$ cat config.mk
export PLATFORM = sky130hd
export DESIGN_NAME = exc_entry_seq
export DESIGN_NICKNAME = d
export VERILOG_FILES = /design/src/rtl/exc_entry_pkg.sv /design/src/rtl/entry_arbiter.sv /design/src/rtl/entry_target.sv /design/src/rtl/entry_bank.sv /design/src/rtl/exc_entry_seq.sv
export SDC_FILE = /design/constraint.sdc
export NUM_CORES = 1
export LEC_CHECK = 0
export BUFFER_PORTS_ARGS = -buffer_cell sky130_fd_sc_hd__buf_2
export CAP_MARGIN = 10
export CORE_ASPECT_RATIO = 1.75
export CORE_MARGIN = 4
export CORE_UTILIZATION = 30
export CTS_CLUSTER_DIAMETER = 60
export DETAILED_ROUTE_END_ITERATION = 8
export PLACE_DENSITY = 0.58
export SYNTH_ARGS = -nofsm -noshare
export SYNTH_HDL_FRONTEND = slang
export SYNTH_HIERARCHICAL = 1
export SYNTH_SLANG_ARGS = --single-unit
$ cat constraint.sdc
create_clock -name clk -period 0.9 [get_ports clk]
set_clock_uncertainty 0.15 [all_clocks]
set_input_delay 0.045 -clock clk [delete_from_list [all_inputs] [get_ports clk]]
set_output_delay 0.045 -clock clk [all_outputs]
set_load 0.1 [all_outputs]
$ cat src/rtl/exc_entry_pkg.sv
package exc_entry_pkg;

  // status word bit positions the entry sequence manipulates
  localparam int SR_BLOCK   = 28;
  localparam int SR_REGBANK = 29;
  localparam int SR_PRIV    = 30;
  localparam int SR_FPUOFF  = 15;
  localparam int SR_MASK_LO = 4;
  localparam int SR_MASK_W  = 4;

  // exception codes with distinct handling
  localparam int EC_POWERON  = 'h000;
  localparam int EC_MANRESET = 'h020;
  localparam int EC_MULTIHIT = 'h140;
  localparam int EC_MISS_RD  = 'h040;
  localparam int EC_MISS_WR  = 'h060;
  localparam int EC_TRAP     = 'h160;
  localparam int EC_EXEMPT   = 'h1E0;

  typedef enum logic [1:0] {
    DEST_RESET   = 2'd0,
    DEST_TLBMISS = 2'd1,
    DEST_GENERAL = 2'd2,
    DEST_IRQ     = 2'd3
  } dest_e;

endpackage

$ cat src/rtl/entry_arbiter.sv
module entry_arbiter
  import exc_entry_pkg::*;
#(
  parameter int CODE_W = 12
) (
  input  logic              exc_valid,
  input  logic [CODE_W-1:0] exc_code,
  input  logic              irq_req,
  input  logic              sleeping,
  input  logic              blocked,
  input  logic              vec_valid,
  output logic              go_exc,
  output logic              go_irq,
  output logic              wake,
  output logic [CODE_W-1:0] eff_code
);

  logic irq_want;
  logic irq_masked;
  logic exempt_hit;

  always_comb begin
    // exceptions always win over a simultaneous interrupt
    go_exc     = exc_valid;
    irq_want   = irq_req & ~exc_valid;
    // blocked state drops interrupts unless asleep
    irq_masked = irq_want & blocked & ~sleeping;
    go_irq     = irq_want & ~irq_masked & vec_valid;
    // sleep is left before the vector lookup result matters
    wake       = go_exc | (irq_want & ~irq_masked);
    exempt_hit = (exc_code == CODE_W'(EC_EXEMPT));
    eff_code   = (exc_valid & blocked & ~exempt_hit) ? CODE_W'(EC_POWERON) : exc_code;
  end

endmodule

$ cat src/rtl/entry_target.sv
module entry_target
  import exc_entry_pkg::*;
#(
  parameter int          XLEN     = 32,
  parameter int          CODE_W   = 12,
  parameter logic [31:0] RESET_PC = 32'hA000_0000,
  parameter int          OFS_GEN  = 'h100,
  parameter int          OFS_TLB  = 'h400,
  parameter int          OFS_IRQ  = 'h600,
  parameter int          INSN_B   = 2
) (
  input  logic              go_exc,
  input  logic [CODE_W-1:0] eff_code,
  input  logic [XLEN-1:0]   cur_pc,
  input  logic [XLEN-1:0]   cur_sr,
  input  logic [XLEN-1:0]   vbr,
  input  logic              in_dslot,
  output dest_e             dest,
  output logic [XLEN-1:0]   nxt_pc,
  output logic [XLEN-1:0]   nxt_sr,
  output logic [XLEN-1:0]   nxt_spc
);

  function automatic dest_e classify(input logic [CODE_W-1:0] c);
    dest_e d;
    if (c == CODE_W'(EC_POWERON) || c == CODE_W'(EC_MANRESET) || c == CODE_W'(EC_MULTIHIT))
      d = DEST_RESET;
    else if (c == CODE_W'(EC_MISS_RD) || c == CODE_W'(EC_MISS_WR))
      d = DEST_TLBMISS;
    else
      d = DEST_GENERAL;
    return d;
  endfunction

  function automatic logic [XLEN-1:0] handler_addr(input dest_e d, input logic [XLEN-1:0] base);
    logic [XLEN-1:0] a;
    case (d)
      DEST_RESET:   a = XLEN'(RESET_PC);
      DEST_TLBMISS: a = base + XLEN'(OFS_TLB);
      DEST_IRQ:     a = base + XLEN'(OFS_IRQ);
      default:      a = base + XLEN'(OFS_GEN);
    endcase
    return a;
  endfunction

  function automatic logic [XLEN-1:0] return_addr(input logic [XLEN-1:0] pc, input logic ds,
                                                  input logic trap);
    logic [XLEN-1:0] r;
    r = pc;
    if (ds)   r = r - XLEN'(INSN_B);
    if (trap) r = r + XLEN'(INSN_B);
    return r;
  endfunction

  function automatic logic [XLEN-1:0] entered_sr(input logic [XLEN-1:0] sr, input logic rst_cls);
    logic [XLEN-1:0] s;
    s = sr;
    s[SR_BLOCK]   = 1'b1;
    s[SR_REGBANK] = 1'b1;
    s[SR_PRIV]    = 1'b1;
    if (rst_cls) begin
      s[SR_FPUOFF] = 1'b0;
      s[SR_MASK_LO +: SR_MASK_W] = '1;
    end
    return s;
  endfunction

  logic is_trap;

  always_comb begin
    dest    = go_exc ? classify(eff_code) : DEST_IRQ;
    is_trap = go_exc & (eff_code == CODE_W'(EC_TRAP));
    nxt_pc  = handler_addr(dest, vbr);
    nxt_sr  = entered_sr(cur_sr, dest == DEST_RESET);
    nxt_spc = return_addr(cur_pc, in_dslot, is_trap);
  end

endmodule

$ cat src/rtl/entry_bank.sv
module entry_bank #(
  parameter int XLEN   = 32,
  parameter int CODE_W = 12
) (
  input  logic              clk,
  input  logic              rst_n,
  input  logic              ld_exc,
  input  logic              ld_irq,
  input  logic              wake_in,
  input  logic              ds_in,
  input  logic [XLEN-1:0]   pc_in,
  input  logic [XLEN-1:0]   sr_in,
  input  logic [XLEN-1:0]   ssr_in,
  input  logic [XLEN-1:0]   spc_in,
  input  logic [XLEN-1:0]   sgr_in,
  input  logic [CODE_W-1:0] code_in,
  input  logic [CODE_W-1:0] vec_in,
  output logic              taken,
  output logic              wake,
  output logic              dslot_clr,
  output logic [XLEN-1:0]   new_pc,
  output logic [XLEN-1:0]   new_sr,
  output logic [XLEN-1:0]   ssr,
  output logic [XLEN-1:0]   spc,
  output logic [XLEN-1:0]   sgr,
  output logic [CODE_W-1:0] expevt,
  output logic [CODE_W-1:0] intevt
);

  logic ld_any;
  assign ld_any = ld_exc | ld_irq;

  always_ff @(posedge clk or negedge rst_n) begin
    if (!rst_n) begin
      taken     <= 1'b0;
      wake      <= 1'b0;
      dslot_clr <= 1'b0;
      new_pc    <= '0;
      new_sr    <= '0;
      ssr       <= '0;
      spc       <= '0;
      sgr       <= '0;
      expevt    <= '0;
      intevt    <= '0;
    end else begin
      taken     <= ld_any;
      wake      <= wake_in;
      dslot_clr <= ld_any & ds_in;
      if (ld_any) begin
        new_pc <= pc_in;
        new_sr <= sr_in;
        ssr    <= ssr_in;
        spc    <= spc_in;
        sgr    <= sgr_in;
      end
      if (ld_exc) expevt <= code_in;
      if (ld_irq) intevt <= vec_in;
    end
  end

endmodule

$ cat src/rtl/exc_entry_seq.sv
module exc_entry_seq
  import exc_entry_pkg::*;
#(
  parameter int          XLEN     = 32,
  parameter int          CODE_W   = 12,
  parameter logic [31:0] RESET_PC = 32'hA000_0000
) (
  input  logic              clk,
  input  logic              rst_n,
  input  logic [XLEN-1:0]   cur_pc,
  input  logic [XLEN-1:0]   cur_sr,
  input  logic [XLEN-1:0]   cur_r15,
  input  logic [XLEN-1:0]   vbr,
  input  logic              in_dslot,
  input  logic              sleeping,
  input  logic              exc_valid,
  input  logic [CODE_W-1:0] exc_code,
  input  logic              irq_req,
  output logic [3:0]        irq_level,
  input  logic              intc_vec_valid,
  input  logic [CODE_W-1:0] intc_vector,
  output logic              taken,
  output logic              wake,
  output logic              dslot_clr,
  output logic [XLEN-1:0]   new_pc,
  output logic [XLEN-1:0]   new_sr,
  output logic [XLEN-1:0]   ssr,
  output logic [XLEN-1:0]   spc,
  output logic [XLEN-1:0]   sgr,
  output logic [CODE_W-1:0] expevt,
  output logic [CODE_W-1:0] intevt
);

  // named internal events
  logic              ev_go_exc;
  logic              ev_go_irq;
  logic              ev_wake;
  logic [CODE_W-1:0] ev_code;
  dest_e             ev_dest;
  logic [XLEN-1:0]   calc_pc;
  logic [XLEN-1:0]   calc_sr;
  logic [XLEN-1:0]   calc_spc;

  assign irq_level = cur_sr[SR_MASK_LO +: SR_MASK_W];

  entry_arbiter #(.CODE_W(CODE_W)) u_arb (
    .exc_valid (exc_valid),
    .exc_code  (exc_code),
    .irq_req   (irq_req),
    .sleeping  (sleeping),
    .blocked   (cur_sr[SR_BLOCK]),
    .vec_valid (intc_vec_valid),
    .go_exc    (ev_go_exc),
    .go_irq    (ev_go_irq),
    .wake      (ev_wake),
    .eff_code  (ev_code)
  );

  entry_target #(.XLEN(XLEN), .CODE_W(CODE_W), .RESET_PC(RESET_PC)) u_tgt (
    .go_exc   (ev_go_exc),
    .eff_code (ev_code),
    .cur_pc   (cur_pc),
    .cur_sr   (cur_sr),
    .vbr      (vbr),
    .in_dslot (in_dslot),
    .dest     (ev_dest),
    .nxt_pc   (calc_pc),
    .nxt_sr   (calc_sr),
    .nxt_spc  (calc_spc)
  );

  entry_bank #(.XLEN(XLEN), .CODE_W(CODE_W)) u_bank (
    .clk       (clk),
    .rst_n     (rst_n),
    .ld_exc    (ev_go_exc),
    .ld_irq    (ev_go_irq),
    .wake_in   (ev_wake),
    .ds_in     (in_dslot),
    .pc_in     (calc_pc),
    .sr_in     (calc_sr),
    .ssr_in    (cur_sr),
    .spc_in    (calc_spc),
    .sgr_in    (cur_r15),
    .code_in   (ev_code),
    .vec_in    (intc_vector),
    .taken     (taken),
    .wake      (wake),
    .dslot_clr (dslot_clr),
    .new_pc    (new_pc),
    .new_sr    (new_sr),
    .ssr       (ssr),
    .spc       (spc),
    .sgr       (sgr),
    .expevt    (expevt),
    .intevt    (intevt)
  );

endmodule

# ---- After elaboration in Yosys (flattened, before gate mapping)
# Cells that the tools add are included.
dict set report word_totals {
  register_bits 187
  in_bits 159
  out_inout_bits 191
  elab_cells 52
}
dict set report classes {
  bitwise_logic 15
  eq_ne 8
  n_mux 9
  addsub 5
  reduce_logical 5
}
# operator count
set op_table {}
lappend op_table {{one-hot mux 32 bit (3 select lines)} 1}
lappend op_table {{adder 32 x 11 -> 32 bit (second input constant)} 2}
lappend op_table {{two-way mux 32 bit} 2}
lappend op_table {{equality test 12 x 9 -> 1 bit (second input constant)} 3}
lappend op_table {{adder 32 x 2 -> 32 bit (second input constant)} 1}
lappend op_table {{adder 32 x 9 -> 32 bit (second input constant)} 1}
lappend op_table {{subtractor 32 x 2 -> 32 bit (second input constant)} 1}
lappend op_table {{equality test 12 x 7 -> 1 bit (second input constant)} 2}
lappend op_table {{equality test 12 x 6 -> 1 bit (second input constant)} 1}
lappend op_table {{zero test 12 bit} 1}
lappend op_table {{two-way mux 12 bit} 1}
lappend op_table {{bitwise AND 1 bit} 9}
lappend op_table {{two-way mux 2 bit} 3}
lappend op_table {{two-way mux 4 bit} 1}
lappend op_table {{inverter 1 bit} 4}
lappend op_table {{logical OR 1 bit} 3}
lappend op_table {{equality test 2 x 1 -> 1 bit (second input constant)} 1}
lappend op_table {{equality test 2 bit (second input constant)} 1}
lappend op_table {{zero test 2 bit} 1}
lappend op_table {{bitwise OR 1 bit} 2}
lappend op_table {{two-way mux 1 bit} 1}

# ---- Depth between registers and ports, before layout
dict set report depth {
  depth_word 11
  depth_mapped 14
  mapped_depth_nobuf 11
}

# ---- Hierarchy
# The synthesis kept the hierarchy.
# module cells_per_inst area_per_inst_um2 n_inst seq_area_each_um2
set modules_own_cells {}
lappend modules_own_cells {entry_bank 393 7218.2 1 4679.5}
lappend modules_own_cells {entry_target 572 3749.8 1 0.0}
lappend modules_own_cells {entry_arbiter 27 205.2 1 0.0}
lappend modules_own_cells {exc_entry_seq 4 30.0 1 0.0}

# ---- Worst setup path before layout
# No wires, ideal clock.
dict set report synth_timing {
  path_kind {in2reg}
  start {input exc_code[3]}
  end {register u_bank.spc[26]}
  n_path_buf 1
  required_ns 0.625
  setup_time_ns 0.125
  path_stages 12
  t_arrival_ns 3.592
  path_slack_ns -2.967
  path_cell_list {or4b_4 > o41ai_1 > and4_1 > and4_1 > clkbuf_1 > or4b_1 > nor3_4 > nand3_4 > a211o_1 > a32oi_1 > xnor2_1 > mux2_2}
}
dict set report synth_between {
  elab_chain_len 7
}
# item line
set synth_lines {}
lappend synth_lines {{from (decl)} exc_entry_seq.sv:17} ;# input logic [CODE_W-1:0] exc_code,
lappend synth_lines {{equality test 12 x 9 -> 1 bit} entry_arbiter.sv:31} ;# exempt_hit = (exc_code == CODE_W'(EC_EXEMPT));
lappend synth_lines {{inverter 1 bit} entry_arbiter.sv:32} ;# eff_code = (exc_valid & blocked & ~exempt_hit) ? CODE_W'(EC_POWERON) : exc_code;
lappend synth_lines {{bitwise AND 1 bit} entry_arbiter.sv:32}
lappend synth_lines {{two-way mux 12 bit} entry_arbiter.sv:32}
lappend synth_lines {{named net ev_code[6]} exc_entry_seq.sv:38} ;# logic [CODE_W-1:0] ev_code;
lappend synth_lines {{equality test 12 x 9 -> 1 bit} entry_target.sv:72} ;# is_trap = go_exc & (eff_code == CODE_W'(EC_TRAP));
lappend synth_lines {{bitwise AND 1 bit} entry_target.sv:72}
lappend synth_lines {{two-way mux 32 bit} entry_target.sv:51} ;# if (trap) r = r + XLEN'(INSN_B);
lappend synth_lines {{named net calc_spc[26]} exc_entry_seq.sv:42} ;# logic [XLEN-1:0] calc_spc;
lappend synth_lines {{to (signal assigned)} entry_bank.sv:53} ;# spc <= spc_in;
lappend synth_lines {{to (decl)} entry_bank.sv:24} ;# output logic [XLEN-1:0] spc,
# The timed path passes the listed nets, and every way through them passes these cells.
# A chain may end at the register's enable or synchronous reset.

# ---- Worst setup path in the final report
dict set report layout_timing {
  start {input exc_code[4]}
  end {register u_bank.spc[12]}
}
# Same word-level chain as after synthesis.

==> metrics.md <==
| Metric | Value |
|---|---|
| Wire length of the first global-routing pass | `68270 µm` |
| Final Critical Period | `3081 ps` |
| CTS tree | `built` |
| Clock transition at path regs | `80 ps` |
| Critical path launch point type | `input pin` |
| Clock buffers created by TritonCTS | `17` |
| FF+latch area | `4962 µm²` |
| Initial core utilization | `30.36%` |
| Final hold slack | `-197.7 ps` |
| Die Height | `263.6 µm` |
| Top-level port count | `350` |
| Data required time of the worst path | `1100 ps` |
| Most frequent cell on the critical path | `buf_6` |
| Floorplan die area | `40610 µm²` |
| Combined area of all synthesized cells | `11200 µm²` |
| Maximum number of pins on one net before global-route repair | `34` |
| RSZ-0062 raised after global routing | `true` |
| Worst VDD drop | `1216 µV` |
| Transition time at the pin with the least slew margin | `601.7 ps` |
| Classification of the worst-slack hold path | `in -> reg` |
| Outcome | `complete, but fails checks` |
| Estimated wirelength of the detail-placed design | `33430 µm` |
| Via total after detailed routing | `11542` |
| Detailed Routing Iterations Pass 1 | `5` |
| Worst max-slew margin expressed relative to the limit | `59.89%` |
| Slowest cell delay on critical path | `590 ps` |
| CTS H-tree lvls | `4` |
| Critical path, cell by cell | `buf_6 -> or4b_4 -> o41ai_4 -> and4_1 -> and4_1 -> or4b_4 -> nor3_4 -> buf_6 -> buf_4 -> buf_6 -> nor4_4 -> a311oi_2 -> xnor2_1 -> mux2_4` |
| Maximum root-to-sink buffer count | `2` |
| Least setup slack across all paths after layout | `-2181 ps` |
| Clock net sink count | `187` |
| Static leakage power | `10.43 nW` |
| Area added between synthesis and finish | `105.1%` |
| Number of max-cap violations | `0` |
| Crit end category | `flop` |
| Clock insertion delay at the later pin of the skew report | `440 ps` |
| DRC Markers | `0` |
| Detailed router's first-iteration violation count | `471` |
| # fillers | `2770` |
| Mean number of vias per cell | `4.852` |
| All-Layer GR Usage | `21.40%` |
| Count of mapped cells out of synthesis | `995` |
| Overflow left after global routing | `0` |
| Remaining antenna violation count | `0` |
| Dominant delay contributor by cell family on the critical path | `simple AND/OR/NAND/NOR gates` |
| Gp weighted congestion | `0.9354` |
| Number of warnings issued by yosys | `6` |
| Achievable clock frequency | `324.5 MHz` |
| Core area | `36890 µm²` |
| Final net count | `2053` |
| Initial antenna violation count | `3` |
| Power per unit of standard cell area | `1650 nW/µm²` |
| PnR Total Power | `37.90 mW` |
| Number of global-route vias before repair | `12483` |
| Share of layout cells above drive strength 1 | `73.68%` |
| CP max stage cell | `or4b_4` |
| Total placed cells including tap cells | `2195` |
| Setup-violating endpoint count in the final report | `374` |
| IO Port Bufs | `349` |
| Final design area excluding fillers | `22970 µm²` |
| CP bufs+invs | `4` |
| CP max FO | `4` |
| Post-detailed-routing wire length | `45880 µm` |
| Area taken by multi-input logic gates | `6614 µm²` |
| Std cell rows | `93` |
| Drt wl/cell | `19.29 µm` |
| Violated checks | `hold timing, setup timing` |
| Filler-free cell count of the finished design | `2379` |
| Worst path arrival time | `3280 ps` |
| Period Utilization, post-route | `342.4%` |
| Worst Setup Path Type | `in -> reg` |
| Pins over their slew limit | `0` |
| Total cell area at the placement stage | `19820 µm²` |
| Root Buffer Master | `clkbuf_16` |
| Hold Violations, Final | `32` |
| Avg Inst Size Synth | `11.26 µm²` |
| Die Width | `154.1 µm` |
## worst paths after layout
path                                  startpoint           endpoint  slack (ps)  depth (start not counted)
worst max-delay path                 exc_code[4]     u_bank/spc[12]       -2180                         14
max in group asynchronous                  rst_n  u_bank/new_sr[25]         160                          3
worst min-delay path                   cur_sr[7]   u_bank/new_sr[7]        -200                          3
min in group asynchronous                  rst_n     u_bank/spc[12]         -70                          2
worst min register to register     u_bank/ssr[2]      u_bank/ssr[2]         360                          1
worst max register to register  u_bank/expevt[3]   u_bank/expevt[3]        -120                          1
## report_power, final
group / leakage [nW] / internal [mW] / switching, mW
Sequential: 2.01 / 9.65 / 0.594
Clock: 0.287 / 4.09 / 3.74
Combinational: 8.13 / 8.43 / 11.4
Total: 10.4 / 22.2 / 15.7
## state kept, by name, summed over array words and instances (netlist names)
name / count
u_bank/new_sr: 32
u_bank/new_pc: 32
u_bank/intevt: 12
u_bank/ssr: 32
u_bank/sgr: 32
u_bank/taken: 1
u_bank/spc: 32
u_bank/wake: 1
u_bank/dslot_clr: 1
u_bank/expevt: 12
## stage by stage
| step | worst slack, ps | setup TNS (ps) | utilization (%) |
|---|---|---|---|
| after floorplan | -2655 | -183400 | - |
| after global placement | -2595 | -306610 | 53.74 |
| after detailed placement | -2638 | -316320 | 53.74 |
| after CTS | -2037 | -264840 | 59.46 |
| after global routing | -2227 | -283030 | 62.26 |
| final | -2181 | -267870 | 62.27 |
## cell usage in the layout (no fill, tap or decap), drive strengths merged, types with 4 or more instances in the layout
master	instances
and2	19
nand2	67
buf	858
o22ai	9
a22oi	4
or3	12
nor2	49
inv	20
o211ai	7
dlygate4sd3	90
a31oi	8
nand4	14
clkbuf	24
nor3	41
o31ai	9
xnor2	36
a21oi	31
nor4	11
ha	7
nand2b	9
xor2	28
mux2i	7
dfrtp	187
mux2	185
nor2b	9
or2	9
nor3b	4
nand3	30
and3	4
o21ai	37
a21bo	4
diode	4
## cell type report
| class | count | share of cell area (%) |
|---|---|---|
| timing repair buffer | 955 | 44.10 |
| multi-input combinational | 712 | 28.79 |
| sequential | 187 | 21.60 |
| tap | 475 | 2.587 |
| clock buffer | 19 | 1.972 |
| clock inverter | 13 | 0.6482 |
| inverter | 14 | 0.2506 |
| antenna | 4 | 0.04358 |
## per-layer routing
metal | track usage, % | part of all wire [%]
met1 | 20.54 | 33
met2 | 42.15 | 57
met3 | 3.766 | 4.3
met4 | 11.30 | 5.3
met5 | 0 | 0
## what timing repair did
| item | 4_1_cts | 5_1_grt |
|---|---|---|
| setup buffers | 17 | 35 |
| resized for setup | 68 | 160 |
| endpoints found under the setup margin | 373 | 374 |
| pin swaps | 19 | 44 |
| endpoints found under the hold margin | 337 | 38 |
| hold buffers | 89 | 1 |
| gates cloned | 8 | 5 |
Note: power is estimated with default switching activity, not from simulation.
